`src/rtl/sb_pkg.sv`:
```
package sb_pkg;
  // update applied to one readiness bit in a cycle
  typedef enum logic [1:0] {
    UPD_HOLD    = 2'd0,
    UPD_READY   = 2'd1,
    UPD_PENDING = 2'd2
  } sb_upd_e;

  function automatic sb_upd_e pick_update(input logic alloc_hit, input logic done_hit);
    if (alloc_hit)     return UPD_PENDING;
    else if (done_hit) return UPD_READY;
    else               return UPD_HOLD;
  endfunction
endpackage

```
`src/rtl/sb_tag_decode.sv`:
```
module sb_tag_decode #(
  parameter int TOTAL = 192,
  parameter int TAG_W = 8
) (
  input  logic             vld,
  input  logic [TAG_W-1:0] tag,
  output logic [TOTAL-1:0] hot,
  output logic             bad
);
  localparam logic [TAG_W:0] LIMIT = TOTAL[TAG_W:0];

  logic in_range;
  assign in_range = ({1'b0, tag} < LIMIT);
  assign bad      = vld && !in_range;

  for (genvar i = 0; i < TOTAL; i++) begin : g_hot
    assign hot[i] = vld && (tag == TAG_W'(i));
  end
endmodule

```
`src/rtl/sb_state_array.sv`:
```
module sb_state_array
  import sb_pkg::*;
#(
  parameter int TOTAL = 192
) (
  input  logic             clk,
  input  logic             rst,
  input  logic [TOTAL-1:0] alloc_hot,
  input  logic [TOTAL-1:0] done_hot,
  output logic [TOTAL-1:0] state_q,
  output logic [TOTAL-1:0] state_nx
);
  for (genvar i = 0; i < TOTAL; i++) begin : g_bit
    sb_upd_e upd;
    always_comb begin
      upd = pick_update(alloc_hot[i], done_hot[i]);
      unique case (upd)
        UPD_PENDING: state_nx[i] = 1'b0;
        UPD_READY:   state_nx[i] = 1'b1;
        default:     state_nx[i] = state_q[i];
      endcase
    end

    always_ff @(posedge clk) begin
      if (rst) state_q[i] <= 1'b1;
      else     state_q[i] <= state_nx[i];
    end
  end
endmodule

```
`src/rtl/sb_read_port.sv`:
```
module sb_read_port #(
  parameter int TOTAL = 192,
  parameter int TAG_W = 8
) (
  input  logic             clk,
  input  logic             rst,
  input  logic             vld,
  input  logic [TAG_W-1:0] tag,
  input  logic [TOTAL-1:0] state_nx,
  output logic             ready_q,
  output logic             bad
);
  localparam logic [TAG_W:0] LIMIT = TOTAL[TAG_W:0];

  logic in_range;
  assign in_range = ({1'b0, tag} < LIMIT);
  assign bad      = vld && !in_range;

  always_ff @(posedge clk) begin
    if (rst)                  ready_q <= 1'b0;
    else if (vld && in_range) ready_q <= state_nx[tag];
    else                      ready_q <= 1'b0;
  end
endmodule

```
`src/rtl/phys_reg_scoreboard.sv`:
```
module phys_reg_scoreboard #(
  parameter int INT_REGS = 96,
  parameter int FP_REGS  = 96,
  parameter int N_READ   = 2,
  localparam int TOTAL   = INT_REGS + FP_REGS,
  localparam int TAG_W   = $clog2(TOTAL)
) (
  input  logic                    clk,
  input  logic                    rst,
  input  logic                    alloc_vld,
  input  logic [TAG_W-1:0]        alloc_tag,
  input  logic                    done_vld,
  input  logic [TAG_W-1:0]        done_tag,
  input  logic [N_READ-1:0]       rd_vld,
  input  logic [N_READ*TAG_W-1:0] rd_tags,
  output logic [N_READ-1:0]       rd_ready,
  output logic [TOTAL-1:0]        wake_vec,
  output logic                    tag_err
);
  logic [TOTAL-1:0]  alloc_hot, done_hot;
  logic              alloc_bad, done_bad;
  logic [TOTAL-1:0]  state_q, state_nx;
  logic [N_READ-1:0] rd_bad;

  sb_tag_decode #(.TOTAL(TOTAL), .TAG_W(TAG_W)) u_alloc_dec (
    .vld(alloc_vld), .tag(alloc_tag), .hot(alloc_hot), .bad(alloc_bad)
  );

  sb_tag_decode #(.TOTAL(TOTAL), .TAG_W(TAG_W)) u_done_dec (
    .vld(done_vld), .tag(done_tag), .hot(done_hot), .bad(done_bad)
  );

  sb_state_array #(.TOTAL(TOTAL)) u_state (
    .clk(clk), .rst(rst),
    .alloc_hot(alloc_hot), .done_hot(done_hot),
    .state_q(state_q), .state_nx(state_nx)
  );

  for (genvar p = 0; p < N_READ; p++) begin : g_rd
    sb_read_port #(.TOTAL(TOTAL), .TAG_W(TAG_W)) u_port (
      .clk(clk), .rst(rst),
      .vld(rd_vld[p]), .tag(rd_tags[p*TAG_W +: TAG_W]),
      .state_nx(state_nx),
      .ready_q(rd_ready[p]), .bad(rd_bad[p])
    );
  end

  // wakeup and error outputs, registered
  always_ff @(posedge clk) begin
    if (rst) begin
      wake_vec <= '0;
      tag_err  <= 1'b0;
    end else begin
      wake_vec <= done_hot & ~alloc_hot;
      tag_err  <= alloc_bad | done_bad | (|rd_bad);
    end
  end
endmodule

```
`config.mk`:
```
export PLATFORM = sky130hd
export DESIGN_NAME = phys_reg_scoreboard
export DESIGN_NICKNAME = d
export VERILOG_FILES = /design/src/rtl/sb_pkg.sv /design/src/rtl/sb_tag_decode.sv /design/src/rtl/sb_state_array.sv /design/src/rtl/sb_read_port.sv /design/src/rtl/phys_reg_scoreboard.sv
export SDC_FILE = /design/constraint.sdc
export NUM_CORES = 1
export LEC_CHECK = 0
export BUFFER_PORTS_ARGS = -buffer_cell sky130_fd_sc_hd__buf_2
export CAP_MARGIN = 20
export CORE_ASPECT_RATIO = 0.75
export CORE_MARGIN = 2
export CORE_UTILIZATION = 30
export CTS_CLUSTER_SIZE = 12
export DETAILED_ROUTE_END_ITERATION = 8
export PLACE_DENSITY = 0.58
export SETUP_SLACK_MARGIN = 0.05
export SYNTH_ARGS = -nofsm -noshare
export SYNTH_HDL_FRONTEND = slang
export SYNTH_SLANG_ARGS = --single-unit
```
`constraint.sdc`:
```
create_clock -name clk -period 3.4 [get_ports clk]
set_clock_uncertainty 0.2 [all_clocks]
set_input_delay 0.51 -clock clk [delete_from_list [all_inputs] [get_ports clk]]
set_output_delay 0.51 -clock clk [all_outputs]
set_load 0.02 [all_outputs]
```
==> metrics.md <==
| Metric | Value |
|---|---|
| Slew @ Worst Pin | 0.841 ns |
| Crit path largest cell delay | slightly above 0.7 ns |
| Achievable Freq | 0.306 GHz |
| Detailed-route wire length | about 95000 um |
| Pwr/cell area | around 420 nW/um2 |
| Sequential area share after synthesis | 0.441 |
| Standard-cell rows | between 70 and 80 |
| Top delay family on crit path | compound AO/OA/AOI/OAI gates |
| Grt ovf | 0 |
| Worst EP arrival | around 3.6 ns |
| Synth Area in Compound Gates | 0.255 |
| Post-synth EDFFs | 0 |
| Critical path launch point type | input port |
| 1st-pass router iterations | 6 |
| Rel. slew slack | 0.439 |
| Layout cells sized above 1 | 0.421 |
| Async SR Flop Fraction | 0 |
| Post-layout util | 0.424 |
| Placed Cells | 3171 |
| Outcome | completed |
| Clock Pin Slew Worst Setup and Hold Paths | 0.08 ns |
| Post-DRT Antenna Nets | 0 |
| CTS tree | built |
| Pwr Total | about 10 mW |
| Crit Path Category | in -> reg |
| R2R setup slack | 0.75 ns |
| Starting Density | 0.305 |
| Predominant post-synthesis flop cell | dfxtp_1 |
| H-tree depth | 2 |
| # Max-Cap Violations | 0 |
| Post-synthesis xor/xnor area fraction | 0 |
| Worst EP required | around 3.7 ns |
| Hold EP | g_rd[0].u_port.ready_q |
| Hold slack | roughly 0.028 ns |
| Maximum vdd ir drop | around 300 uV |
| Fin nets | 2473 |
| Synth Area in Adders | 0 |
| Detailed placement HPWL | about 71000 um |
| Critical Path Fanout Max | 14 |
| Root Buffer | clkbuf_16 |
| Worst hold path type | in -> reg |
| TritonCTS sink count | roughly 390 |
| Postcts setup bufs | 0 |
| R2R Path End | g_rd[1].u_port.ready_q |
| Crit path max-delay cell type | a2111oi_1 |
| R2r worst-path depth | 9 |
| Final Max Slew Viols | 0 |
| Main combinational cell family by area after synthesis | compound AO/OA/AOI/OAI gates |
| LEAKAGE | between 9 and 10 nW |
| FF+latch count, synth | 387 |
| Routed length per instance | roughly 29 um |
| Drt drc | 0 |
| Via count | about 20000 |
| Yosys cell types | 69 |
| Die H | about 210 um |
| First-pass GRT wire length | 134000 um |
| Die ar. | approximately 60000 um2 |
| Worst Setup SP | done_tag[3] |
| Most frequent CP cell | a211oi_1 |
| Syn_nets | ~1900 |
| Endpoints failing setup | 0 |
| Fin crit period | ~3.3 ns |
| Simple-gate share of the synthesized area | 0.171 |
| DR vias/cell | about 6.1 |
| Global placer's final weighted congestion | about 1 |
| CTS buffer count | 42 |
| Gate Count Post-Synth | 1907 |
| Non-Filler Instances | ~3200 |
| Worst Hold Depth | 3 |
| Total GRT Usage | 0.303 |
| Initial antenna violation count | 2 |
| Core area | a little under 60000 um2 |
| Final hold viol count | 0 |
| Setup_tns | 0 ns |
| Crit path buf inv count | 2 |
| Chip Width | around 280 um |
| Unrepaired setup endpoints after global routing | false |
| Later-pin clock latency in the skew report | just under 0.6 ns |
| Port bufs | around 230 |
| Syn avg cell area | roughly 9 um2 |
| Yosys warning total | 0 |
| 1st-iter DRT viols | about 2600 |
| R2r startpoint | u_state.state_q[15] |
| Clock Tree Buf Depth | 3 |
| Vias in the first global route | between 15000 and 20000 |
| Crit path cell chain | buf_2, nor4b_2, buf_4, a31oi_1, a211oi_1, a211oi_1, a2111oi_1, a22oi_1, o211ai_1, mux2i_1, o22ai_1 |
| I/O pin count | 233 |
| Pin count of the biggest net entering global routing | roughly 170 |
| Critical Path Sink Type | register |
| Final Cycle Share | 0.961 |
| Hold_sp | rd_tags[7] |
| P&R area growth vs syn | 39.1% |
| Mux share of post-synthesis cell area | 0.0814 |
| Cell area after synthesis | approximately 18000 um2 |
[layer usage]
layer	global-route usage	routed length (um)	vias up
li1	-	-	8318
met1	0.430	40700	9658
met2	0.441	39500	1363
met3	0.0750	10900	263
met4	0.119	4000	0
met5	0	0	-
[layout by cell type, fill, tap and decap left out, types with 5 or more instances in the layout]
master,n
o22ai_1,42
nor2_1,53
inv_1,6
buf_2,231
a21oi_1,168
a2111oi_0,31
nor3_1,43
clkbuf_16,42
buf_4,421
clkinv_2,9
a31oi_1,207
buf_12,48
a211oi_1,154
nor4b_2,7
or2_2,173
nand4_1,11
o21ai_0,25
nand3b_1,5
nor4bb_1,6
o221ai_1,9
nor2b_1,17
nand2_1,77
nand2b_1,11
mux2i_1,27
a311oi_1,13
and3_1,10
a22oi_1,5
mux2_2,8
dfxtp_1,387
mux4_2,47
nand3_1,25
nor2_2,12
nor4_1,26
[what timing repair did]
action | 4_1_cts | 5_1_grt
pin swaps | 0 | 0
hold endpoints to repair | 0 | 0
endpoints found under the setup margin | 1 | 1
hold buffers | 0 | 0
resized for setup | 1 | 5
[registers in the layout, indices dropped and copies added, names as in the netlist]
register,flops
tag_err,1
g_rd.u_port.ready_q,2
u_state.state_q,192
wake_vec,192
[how the worst max path moves through the flow]
| stage | slack, ns | cells past startpoint | to |
|---|---|---|---|
| 6_report | 0.13 | 11 | g_rd[0].u_port.ready_q |
| 5_1_grt | 0.06 | 13 | g_rd[0].u_port.ready_q |
| 4_1_cts | 0.16 | 15 | g_rd[0].u_port.ready_q |
| 3_5_place_dp | -0.56 | 13 | g_rd[1].u_port.ready_q |
| 3_3_place_gp | -0.64 | 13 | g_rd[1].u_port.ready_q |
| 2_1_floorplan | 0.14 | 12 | g_rd[0].u_port.ready_q |
[metrics by stage]
step	worst slack (ns)	cell area, um2
2_1_floorplan	0.142	17600
3_3_place_gp	-0.643	23100
3_5_place_dp	-0.564	23100
4_1_cts	0.157	24400
5_1_grt	0.0558	24400
6_report	0.132	24400
[cell usage after synthesis, types with 8 or more instances]
cell	count	area, um2
nand3_1	25	125
nor4_1	28	175
a2111oi_0	32	280
nand2_1	77	289
a31oi_1	207	1290
clkbuf_1	180	676
dfxtp_1	387	7750
nor2_1	65	244
o22ai_1	42	263
mux2_2	8	90.1
o21ai_0	25	125
and3_1	10	62.6
a211oi_1	155	1160
nor2b_1	19	119
nor3_1	45	225
mux4_2	47	1060
or2_2	173	1080
buf_2	15	75.1
buf_1	16	60.1
nor4bb_1	11	110
nand2b_1	11	68.8
a21oi_1	168	841
o221ai_1	9	78.8
mux2i_1	28	280
nand4_1	11	68.8
a311oi_1	13	114
[cell type report]
class / count / area (um2)
multi-input cells: 1293 / 9100
well taps: 780 / 976
clock buffers: 48 / 1090
repair buffers: 701 / 5290
inverters: 10 / 37.5
clock inverters: 17 / 184
diodes: 1 / 2.50
fillers: 5740 / 33200
flip-flops and latches: 387 / 7750
[worst reg2reg max path, delay by kind of cell (launching register included)]
kind                   cells  cell delay [ns]
AO/OA/AOI/OAI              5             0.79
buffers and inverters      1             0.21
flip-flops                 1             0.30
AND/OR/NAND/NOR            2             0.53
multiplexers               1             0.51
[logic make-up after synthesis]
group                  count (synthesis)
AOI/OAI and AO/OA                    689
DFF                                  387
and+or+nand+nor                      521
muxes                                 83
buffers and inverters                227
[report_power, final]
part / switching [mW] / internal (mW) / total (mW)
clock: 1.96 / 2.52 / 4.48
sequential: 0.00437 / 4.54 / 4.55
combinational: 0.754 / 0.396 / 1.15
total: 2.72 / 7.46 / 10.2
(Power assumes the default switching activity.)
